### config.mk
export PLATFORM = sky130hd
export DESIGN_NAME = rx_word_fifo
export DESIGN_NICKNAME = d
export VERILOG_FILES = /design/src/rtl/rxf_pkg.sv /design/src/rtl/rxf_ptr_ctrl.sv /design/src/rtl/rxf_store.sv /design/src/rtl/rxf_status.sv /design/src/rtl/rx_word_fifo.sv
export SDC_FILE = /design/constraint.sdc
export NUM_CORES = 1
export LEC_CHECK = 0
export BUFFER_PORTS_ARGS = -buffer_cell sky130_fd_sc_hd__buf_2
export CORE_ASPECT_RATIO = 0.9
export CORE_MARGIN = 10
export CORE_UTILIZATION = 45
export CTS_BUF_LIST = sky130_fd_sc_hd__clkbuf_8
export DETAILED_ROUTE_END_ITERATION = 8
export HOLD_SLACK_MARGIN = 0.1
export PLACE_DENSITY = 0.56
export SYNTH_ARGS = -nofsm -noshare
export SYNTH_HDL_FRONTEND = slang
export SYNTH_HIERARCHICAL = 1
export SYNTH_SLANG_ARGS = --single-unit
### constraint.sdc
create_clock -name clk -period 5.1 [get_ports clk]
set_clock_uncertainty 0.05 [all_clocks]
set_input_delay 0.51 -clock clk [delete_from_list [all_inputs] [get_ports clk]]
set_output_delay 0.51 -clock clk [all_outputs]
set_load 0.02 [all_outputs]
### src/rtl/rxf_pkg.sv
package rxf_pkg;
   typedef enum logic [1:0] {
      FSEL_EMPTY = 2'b00,
      FSEL_HALF  = 2'b01,
      FSEL_FULL  = 2'b10,
      FSEL_AVAIL = 2'b11
   } flag_src_e;
endpackage

### src/rtl/rxf_ptr_ctrl.sv
// Pointer and occupancy control; decides where a write lands.
module rxf_ptr_ctrl #(
   parameter int DEPTH = 32,
   localparam int AW = $clog2(DEPTH),
   localparam int CW = AW + 1
) (
   input  logic          clk,
   input  logic          rst,
   input  logic          push,
   input  logic          pop,
   output logic          store_en,
   output logic [AW-1:0] store_addr,
   output logic          take_en,
   output logic [AW-1:0] take_addr,
   output logic [CW-1:0] level
);
   logic [AW-1:0] head_q, tail_q;
   logic [CW-1:0] level_q;
   logic          full_now, empty_now, replace, advance_tail;

   always_comb begin
      full_now     = (level_q == CW'(DEPTH));
      empty_now    = (level_q == '0);
      take_en      = pop && !empty_now;
      replace      = push && full_now && !pop;
      advance_tail = push && !replace;
      store_en     = push;
      store_addr   = replace ? (tail_q - AW'(1)) : tail_q;
      take_addr    = head_q;
   end

   always_ff @(posedge clk) begin
      if (rst) begin
         head_q  <= '0;
         tail_q  <= '0;
         level_q <= '0;
      end else begin
         if (take_en)      head_q <= head_q + AW'(1);
         if (advance_tail) tail_q <= tail_q + AW'(1);
         if (advance_tail && !take_en)      level_q <= level_q + CW'(1);
         else if (take_en && !advance_tail) level_q <= level_q - CW'(1);
      end
   end

   assign level = level_q;
endmodule

### src/rtl/rxf_store.sv
// Word storage with registered read port.
module rxf_store #(
   parameter int DATA_W = 32,
   parameter int DEPTH  = 32,
   localparam int AW = $clog2(DEPTH)
) (
   input  logic              clk,
   input  logic              rst,
   input  logic              we,
   input  logic [AW-1:0]     waddr,
   input  logic [DATA_W-1:0] wdata,
   input  logic              re,
   input  logic [AW-1:0]     raddr,
   output logic [DATA_W-1:0] rdata
);
   logic [DATA_W-1:0] slot_q [DEPTH];

   for (genvar i = 0; i < DEPTH; i++) begin : g_slot
      always_ff @(posedge clk) begin
         if (we && (waddr == AW'(i))) slot_q[i] <= wdata;
      end
   end

   always_ff @(posedge clk) begin
      if (rst)     rdata <= '0;
      else if (re) rdata <= slot_q[raddr];
   end
endmodule

### src/rtl/rxf_status.sv
// Status decode and selectable flag output.
module rxf_status #(
   parameter int DEPTH     = 32,
   parameter int HALF_MARK = DEPTH / 2,
   localparam int CW = $clog2(DEPTH) + 1
) (
   input  logic [CW-1:0] level,
   input  logic [1:0]    flag_sel,
   output logic          is_empty,
   output logic          is_half,
   output logic          is_full,
   output logic          flag_out
);
   import rxf_pkg::*;
   flag_src_e src;

   always_comb begin
      is_empty = (level == '0);
      is_half  = (level >= CW'(HALF_MARK));
      is_full  = (level == CW'(DEPTH));
      src      = flag_src_e'(flag_sel);
      unique case (src)
         FSEL_EMPTY: flag_out = is_empty;
         FSEL_HALF:  flag_out = is_half;
         FSEL_FULL:  flag_out = is_full;
         FSEL_AVAIL: flag_out = !is_empty;
         default:    flag_out = 1'b0;
      endcase
   end
endmodule

### src/rtl/rx_word_fifo.sv
module rx_word_fifo #(
   parameter int DATA_W    = 32,
   parameter int DEPTH     = 32,
   parameter int HALF_MARK = DEPTH / 2,
   localparam int AW = $clog2(DEPTH),
   localparam int CW = AW + 1
) (
   input  logic              clk,
   input  logic              rst,
   input  logic              push,
   input  logic [DATA_W-1:0] push_word,
   input  logic              pop,
   output logic [DATA_W-1:0] pop_word,
   input  logic [1:0]        flag_sel,
   output logic              is_empty,
   output logic              is_half,
   output logic              is_full,
   output logic              flag_out
);
   if (DEPTH < 2 || (1 << AW) != DEPTH) begin : g_bad_depth
      $error("rx_word_fifo: DEPTH must be a power of two >= 2");
   end
   if (DATA_W < 1) begin : g_bad_width
      $error("rx_word_fifo: DATA_W must be positive");
   end
   if (HALF_MARK < 1 || HALF_MARK > DEPTH) begin : g_bad_half
      $error("rx_word_fifo: HALF_MARK out of range");
   end

   logic          store_en, take_en;
   logic [AW-1:0] store_addr, take_addr;
   logic [CW-1:0] level;

   rxf_ptr_ctrl #(.DEPTH(DEPTH)) u_ctrl (
      .clk(clk), .rst(rst), .push(push), .pop(pop),
      .store_en(store_en), .store_addr(store_addr),
      .take_en(take_en), .take_addr(take_addr), .level(level)
   );

   rxf_store #(.DATA_W(DATA_W), .DEPTH(DEPTH)) u_store (
      .clk(clk), .rst(rst), .we(store_en), .waddr(store_addr),
      .wdata(push_word), .re(take_en), .raddr(take_addr), .rdata(pop_word)
   );

   rxf_status #(.DEPTH(DEPTH), .HALF_MARK(HALF_MARK)) u_stat (
      .level(level), .flag_sel(flag_sel),
      .is_empty(is_empty), .is_half(is_half), .is_full(is_full),
      .flag_out(flag_out)
   );
endmodule

==> results of run 1 <==
## worst reg2reg max path, cell delays in order (launching register included)
cell     delay (ns)
dfxtp_1        0.35
or4_4          0.65
nor3_4         0.30
nor4b_4        0.25
xor2_1         0.33
nand4_1        0.50
nor2_4         0.86
buf_4          0.35
## state kept, by name (all words and copies together) (netlist names)
| name | flops |
|---|---|
| u_store/rdata | 32 |
| u_ctrl/tail_q | 5 |
| u_ctrl/level | 6 |
| u_ctrl/take_addr | 5 |
| u_store/slot_q | 1024 |
## stage by stage
| step | setup WS [ns] | std cells | cell area [um^2] |
|---|---|---|---|
| after floorplan | 1.285 | 2370 | 41890 |
| final | 1.142 | 3912 | 47070 |
| after global routing | 0.9196 | 3911 | 47070 |
| after detailed placement | 1.143 | 3601 | 43870 |
| after global placement | 1.267 | 3601 | 43870 |
| after CTS | 1.114 | 3910 | 47060 |
## repair_timing
| action | 4_1_cts | 5_1_grt |
|---|---|---|
| gates resized for setup | 0 | 0 |
| hold buffers | 2 | 0 |
| setup endpoints to repair | 0 | 0 |
| hold endpoints to repair | 4 | 0 |
## cells in the final DEF, fill, tap and decap left out, drive strengths merged, types with 6 or more instances in the layout
master and n:
nor2b 9, dfxtp 48, a22oi 256, buf 134
nor2 82, a21oi 131, ha 8, o31ai 6
edfxtp 1024, inv 62, xor2 9, nand2 10
nand3 6, mux2i 515, clkinv 58, a211oi 34
clkbuf 190, or4 35
## power by group
group	leakage (uW)	total [uW]	internal, uW	switching [uW]
Combinational	0.00364	4870	1960	2910
Sequential	0.00962	10100	9910	191
Clock	0.00182	6760	3470	3290
## per-layer routing
layer  global-route usage, %  part of all wire, %  vias to the layer above
met2                   32.46                   50                      614
met1                   25.43                   43                    11330
met5                       0                0.020                        -
met3                   3.282                  4.6                      189
met4                   7.654                  3.2                        4
li1                        -                    -                     9890
## area by class of cell
cell class / count / area, um^2 / share of cell area [%]
clock inverter: 117 / 555.5 / 1.180
tap: 1242 / 1554 / 3.302
inverter: 8 / 31.28 / 0.06646
sequential: 1072 / 31710 / 67.38
clock buffer: 190 / 2615 / 5.556
antenna: 2 / 5.005 / 0.01063
multi-input combinational: 1145 / 9575 / 20.34
timing repair buffer: 136 / 1018 / 2.164
## kinds of logic (layout without fill, tap and decap cells)
| family | Yosys count | in the layout | share of synthesized area [%] |
|---|---|---|---|
| fa+ha+maj | 9 | 9 | 0.2867 |
| buf+inv | 153 | 451 | 2.097 |
| simple gates | 166 | 166 | 2.124 |
| compound gates | 440 | 440 | 7.156 |
| other cells | 0 | 2 | 0 |
| mux | 517 | 517 | 12.37 |
| flops | 1072 | 1072 | 75.70 |
| xor+xnor | 13 | 13 | 0.2718 |
## synthesized netlist by cell type, types with 2 or more instances
| cell type | n | share of area, % |
|---|---|---|
| edfxtp_1 | 1024 | 73 |
| mux2i_1 | 515 | 12 |
| a22oi_1 | 256 | 4.6 |
| a21oi_1 | 131 | 1.6 |
| nor2_1 | 82 | 0.73 |
| clkbuf_1 | 78 | 0.70 |
| dfxtp_1 | 48 | 2.3 |
| a211oi_1 | 34 | 0.61 |
| or4_1 | 33 | 0.59 |
| buf_4 | 32 | 0.57 |
| buf_6 | 24 | 0.65 |
| nand2_1 | 10 | 0.090 |
| nor2b_1 | 9 | 0.13 |
| xor2_1 | 9 | 0.19 |
| buf_1 | 8 | 0.072 |
| ha_1 | 8 | 0.24 |
| inv_1 | 8 | 0.072 |
| nand3_1 | 6 | 0.072 |
| nand2b_1 | 5 | 0.075 |
| o21ai_0 | 4 | 0.048 |
| o31ai_1 | 4 | 0.072 |
| xnor2_1 | 4 | 0.084 |
| and4_1 | 3 | 0.063 |
| buf_2 | 3 | 0.036 |
| nor3_1 | 3 | 0.036 |
| or2_2 | 3 | 0.045 |
| a21o_1 | 2 | 0.036 |
| o21a_1 | 2 | 0.036 |
| o31ai_4 | 2 | 0.10 |
| or4_4 | 2 | 0.054 |
## final timing paths
| path | endpoint | slack, ns | cells past startpoint |
|---|---|---|---|
| worst min-delay path | u_ctrl/take_addr[4] | 0.19 | 2 |
| worst min register to register | u_store/rdata[11] | 0.43 | 2 |
| worst max-delay path | u_store/slot_q[28][26] | 1.14 | 7 |
| worst max register to register | u_store/slot_q[28][26] | 1.14 | 7 |
==> impl_metrics.tcl, run 1 <==
set metrics [dict create \
    critPathRequiredTime_ns 5.55 \
    rsz0062_at_grt "false" \
    num-fill-cells 7685 \
    fmax_mhz 252.7 \
    hpwl_um 61870 \
    finish.net_count 2583 \
    clkTransAtPathRegs_ns 0.06 \
    grt.total_usage_pct 19.49 \
    final_util_pct 50.84 \
    vias 22030 \
    yosys_warnings 6 \
    ys.flop_type "edfxtp_1" \
    slew_violations 0 \
    core_area_um2 92570 \
    syn_nets 2417 \
    syn_area_um2 41890 \
    fin_crit_ns 3.958 \
    final-setup-viol-count 0 \
    htree_num_levels 4 \
    reg2reg_from "u_ctrl/level[1]" \
    hold_ws_ns 0.1943 \
    drt-initial-drc-count 1579 \
    cts_sinks 1072 \
    gr-total-overflow 0 \
    ir_drop_mv 0.3124 \
    worst-path-buf-inv 1 \
    cts_root_buffer "clkbuf_8" \
    worst_pin_slew_ns 1.203 \
    firstDrtPassIters 5 \
    areaGrowthSynthToFinish_pct 12.36 \
    die_x_um 341.6 \
    numPortBuffers 73 \
    synthArstFlopShare_pct 0 \
    grt_pass1_vias 22440 \
    gp_congestion 0.7723 \
    slew_headroom_pct 19.60 \
    critPathTopFamily "simple AND/OR/NAND/NOR gates" \
    wirelength_um 104000 \
    cp-end-kind "flop" \
    avgSynthCellArea_um2 17.68 \
    ys_ff_latch 1072 \
    ys_seq_area_share_pct 75.70 \
    min_from "rst" \
    fin_crit_sh_pct 77.61 \
    cap_violations 0 \
    wl_per_cell_um 26.58 \
    crit_fanout 24 \
    start_util_pct 45.25 \
    die_h_um 309.5 \
    grt_max_degree 102 \
    cts-buffers-inserted 173 \
    insertion_delay_ns 0.82 \
    cp_slowest_stage_delay_ns 0.86 \
    min_path_type "in -> reg" \
    total_power_uw 21730 \
    grt_pass1_wl_um 152200 \
    cts_tree "yes" \
    crit_start "u_ctrl/level[1]" \
    syn_inst 2370 \
    io_pins 74 \
    rows 106 \
    drive_gt1_share_pct 15.29 \
    final_antenna_net_count 0 \
    design.die.area_um2 105700 \
    status "completed" \
    cp.arrival_ns 4.41 \
    critPathKind "reg -> reg" \
    cts_buffer_depth 3 \
    via_per_inst 5.631 \
    antenna_found_initial 7 \
    finalHoldViolations 0 \
    p_leak_uw 0.01507 \
    fin_tns_setup_ns 0 \
    p_per_area_nw_per_um2 461.7 \
    path_cells "or4_4 > nor3_4 > nor4b_4 > xor2_1 > nand4_1 > nor2_4 > buf_4" \
    cts_setup_buffers 0 \
    cpMaxStageDelayCell "nor2_4" \
    synth_edf_count 1024 \
    yosysUniqueCellTypes 48 \
    startpoint_type "flop" \
    remaining_drc_errors 0 \
]
(Power assumes the default switching activity.)
==> run 2: changes to the inputs <==
--- a/config.mk
+++ b/config.mk
@@ -5,6 +5,7 @@
 export SDC_FILE = /design/constraint.sdc
 export NUM_CORES = 1
 export LEC_CHECK = 0
+export ABC_AREA = 1
 export BUFFER_PORTS_ARGS = -buffer_cell sky130_fd_sc_hd__buf_2
 export CORE_ASPECT_RATIO = 0.9
 export CORE_MARGIN = 10
==> constraint.sdc (replaced) <==
create_clock -name clk -period 3.9 [get_ports clk]
set_clock_uncertainty 0.05 [all_clocks]
set_input_delay 0.39 -clock clk [delete_from_list [all_inputs] [get_ports clk]]
set_output_delay 0.39 -clock clk [all_outputs]
set_load 0.02 [all_outputs]
==> run 2 against run 1 <==
Effect of this change:
- synthesized area grew 4.9%
- highest routed layer is now met4
- combinational power rose by 34%
- first-iteration DRC count increased by 63%
- setup slack got worse by 0.42 ns
- count of clock-buffer cells in the layout decreased by 4
- sequential cell count stayed put
- largest cell class unchanged
==> impl_metrics.tcl, run 2 <==
set metrics [dict create \
    status "completed" \
    post_cts_resized 0 \
    grt_pass1_wl_um 181500 \
    synth_top_family_by_area "simple AND/OR/NAND/NOR gates" \
    antenna_found_initial 1 \
    cts_sinks 1072 \
    cts_setup_buffers 0 \
    min_from "push_word[13]" \
    ys_top_cells_by_count "1367 x nand2_1, 1024 x edfxtp_1, 851 x nand3_1" \
    worst_pin_slew_ns 1.080 \
    avgSynthCellArea_um2 11.75 \
    cts_tree "yes" \
    final_antenna_net_count 0 \
    die_h_um 316.5 \
    seqCellArea_um2 31730 \
    fin_crit_sh_pct 81.41 \
    fmax_mhz 314.9 \
    multi_input_area_um2 10740 \
    yosysMostFrequentCell "nand2_1" \
    finalHoldViolations 0 \
    crit_start "u_ctrl/level[2]" \
    postCtsHoldBufs 35 \
    slew_headroom_pct 27.99 \
    synth_mux_area_share_pct 0 \
    syn_area_um2 43960 \
    cap_violations 0 \
    firstDrtPassIters 6 \
    largest-register "u_store/slot_q" \
    layout.cells.non_filler 5299 \
    hold_path_end "u_store/slot_q[11][13]" \
    grt_max_degree 190 \
    num-fill-cells 8510 \
    gr-total-overflow 0 \
    min_path_type "in -> reg" \
    syn_nets 3788 \
    yosysUniqueCellTypes 34 \
    p_per_area_nw_per_um2 584.7 \
    critPathKind "reg -> reg" \
    via_per_inst 5.428 \
    final-setup-viol-count 0 \
    ir_drop_mv 0.3577 \
    remaining_drc_errors 0 \
    synth_area_leaders "edfxtp_1 70%, nand2_1 12%, nand3_1 9.7%" \
    wl_per_cell_um 23.06 \
    ys_ff_latch 1072 \
    core_area_um2 96620 \
    cts_root_buffer "clkbuf_8" \
    design.die.area_um2 110600 \
    ys.flop_type "edfxtp_1" \
    cts_buffer_depth 3 \
    reg2regPathDepth 10 \
    hpwl_um 68090 \
    areaGrowthSynthToFinish_pct 11.92 \
    finish.net_count 3936 \
    drive_gt1_share_pct 11.90 \
    hold_depth 1 \
    yosys.area_share.adder_pct 0.2732 \
    syn_inst 3741 \
    critPathRequiredTime_ns 4.30 \
    synth_top_area_cell "edfxtp_1" \
    synth_compound_area_share_pct 1.281 \
    synth_xor_area_share_pct 0.1992 \
    drt-initial-drc-count 2578 \
    synth_edf_count 1024 \
    fin_crit_ns 3.175 \
    cp.arrival_ns 3.58 \
    rsz0062_at_grt "false" \
    fin_tns_setup_ns 0 \
    largest_register_ff_count 1024 \
    cp-end-kind "flop" \
    crit_fanout 32 \
    dp_cells 4943 \
    final_area_um2 49200 \
    grt_pass1_vias 27490 \
    ys_seq_area_share_pct 72.13 \
    io_pins 74 \
    cts-buffers-inserted 174 \
    p_leak_uw 0.01806 \
    grt.total_usage_pct 21.91 \
    r2r-end "u_store/slot_q[20][0]" \
    synthSimpleGateAreaFrac_pct 22.14 \
    placed_cell_area_um2 45580 \
    numPortBuffers 73 \
    synth_top_area_share_pct 69.94 \
    clkTransAtPathRegs_ns 0.06 \
    startpoint_type "flop" \
    final_cell_mix "1367 x nand2_1, 1024 x edfxtp_1, 851 x nand3_1" \
    synthArstFlopShare_pct 0 \
    start_util_pct 45.50 \
    slew_violations 0 \
    vias 28760 \
    final_util_pct 50.93 \
    rows 108 \
    r2r_slack_ns 0.72 \
    htree_num_levels 4 \
    wirelength_um 122200 \
    final_common_cell "nand2_1" \
    insertion_delay_ns 0.85 \
    yosys_warnings 6 \
    reg2reg_from "u_ctrl/level[2]" \
    gp_congestion 0.8304 \
    die_x_um 349.5 \
]
run 2: cell count changes after synthesis, moves of 30 or more:
cell / delta
a211oi_1: -34
a21oi_1: -116
a21oi_2: +32
a22oi_1: -256
buf_2: +92
clkbuf_1: -58
mux2i_1: -515
nand2_1: +1357
nand3_1: +845
nor2_1: -30
o21ai_0: +36
or4_1: -33
run 2: area by class of cell:
cell class	count	share of cell area, %
Clock inverter	133	1.432
Clock buffer	186	5.203
Multi-Input combinational cell	2395	21.84
Timing Repair Buffer	205	3.443
Sequential cell	1072	64.48
Tap cell	1265	3.217
Inverter	41	0.3789
Antenna cell	2	0.01017
run 2: stage by stage:
step	setup slack [ns]	hold WS, ns	power, uW
after detailed placement	0.7031	0.4506	19870
after CTS	0.7032	0.1022	29020
after floorplan	0.5942	0.4162	17910
final	0.7249	0.1761	28770
after global routing	0.5164	0.1470	30240
after global placement	0.7132	0.4422	19850
run 2: per-layer routing:
layer	routed length (um)	GRT usage (%)
met1	55930	31.87
met2	55440	33.73
met3	8585	4.057
met5	0	0
met4	2257	5.682
run 2: worst max-delay path, cell delays in order (launching register included):
cell and delay (ns):
dfxtp_1 0.35, inv_1 0.09, nand2_1 0.10, nor2_4 0.19, nor3b_2 0.27, nand3_1 0.09, nand2_1 0.09, nand2_1 0.50
buf_4 0.44, nor2_4 0.11, buf_4 0.47
run 2: kinds of logic (layout without fill, tap and decap cells):
| kind of cell | count (synthesis) | in the layout |
|---|---|---|
| and+or+nand+nor | 2288 | 2288 |
| DFF | 1072 | 1072 |
| buffers and inverters | 274 | 565 |
| adders and majority gates | 9 | 9 |
| other | 0 | 2 |
| xor gates and xnor gates | 10 | 10 |
| AOI/OAI and AO/OA | 88 | 88 |
run 2: worst max-delay path by stage:
stage                                   to  depth (start not counted)  slack (ns)
floorplan            u_store/slot_q[13][0]                         11        0.59
global placement     u_store/slot_q[20][2]                         10        0.71
detailed placement  u_store/slot_q[20][11]                         10        0.70
CTS                  u_store/slot_q[20][0]                         10        0.70
global route        u_store/slot_q[20][10]                         10        0.52
finish               u_store/slot_q[20][0]                         10        0.72
run 2: where the power goes:
part | internal (uW) | switching (uW)
sequential | 12900 | 205
combinational | 1850 | 4700
clock | 4630 | 4480
total | 19400 | 9380
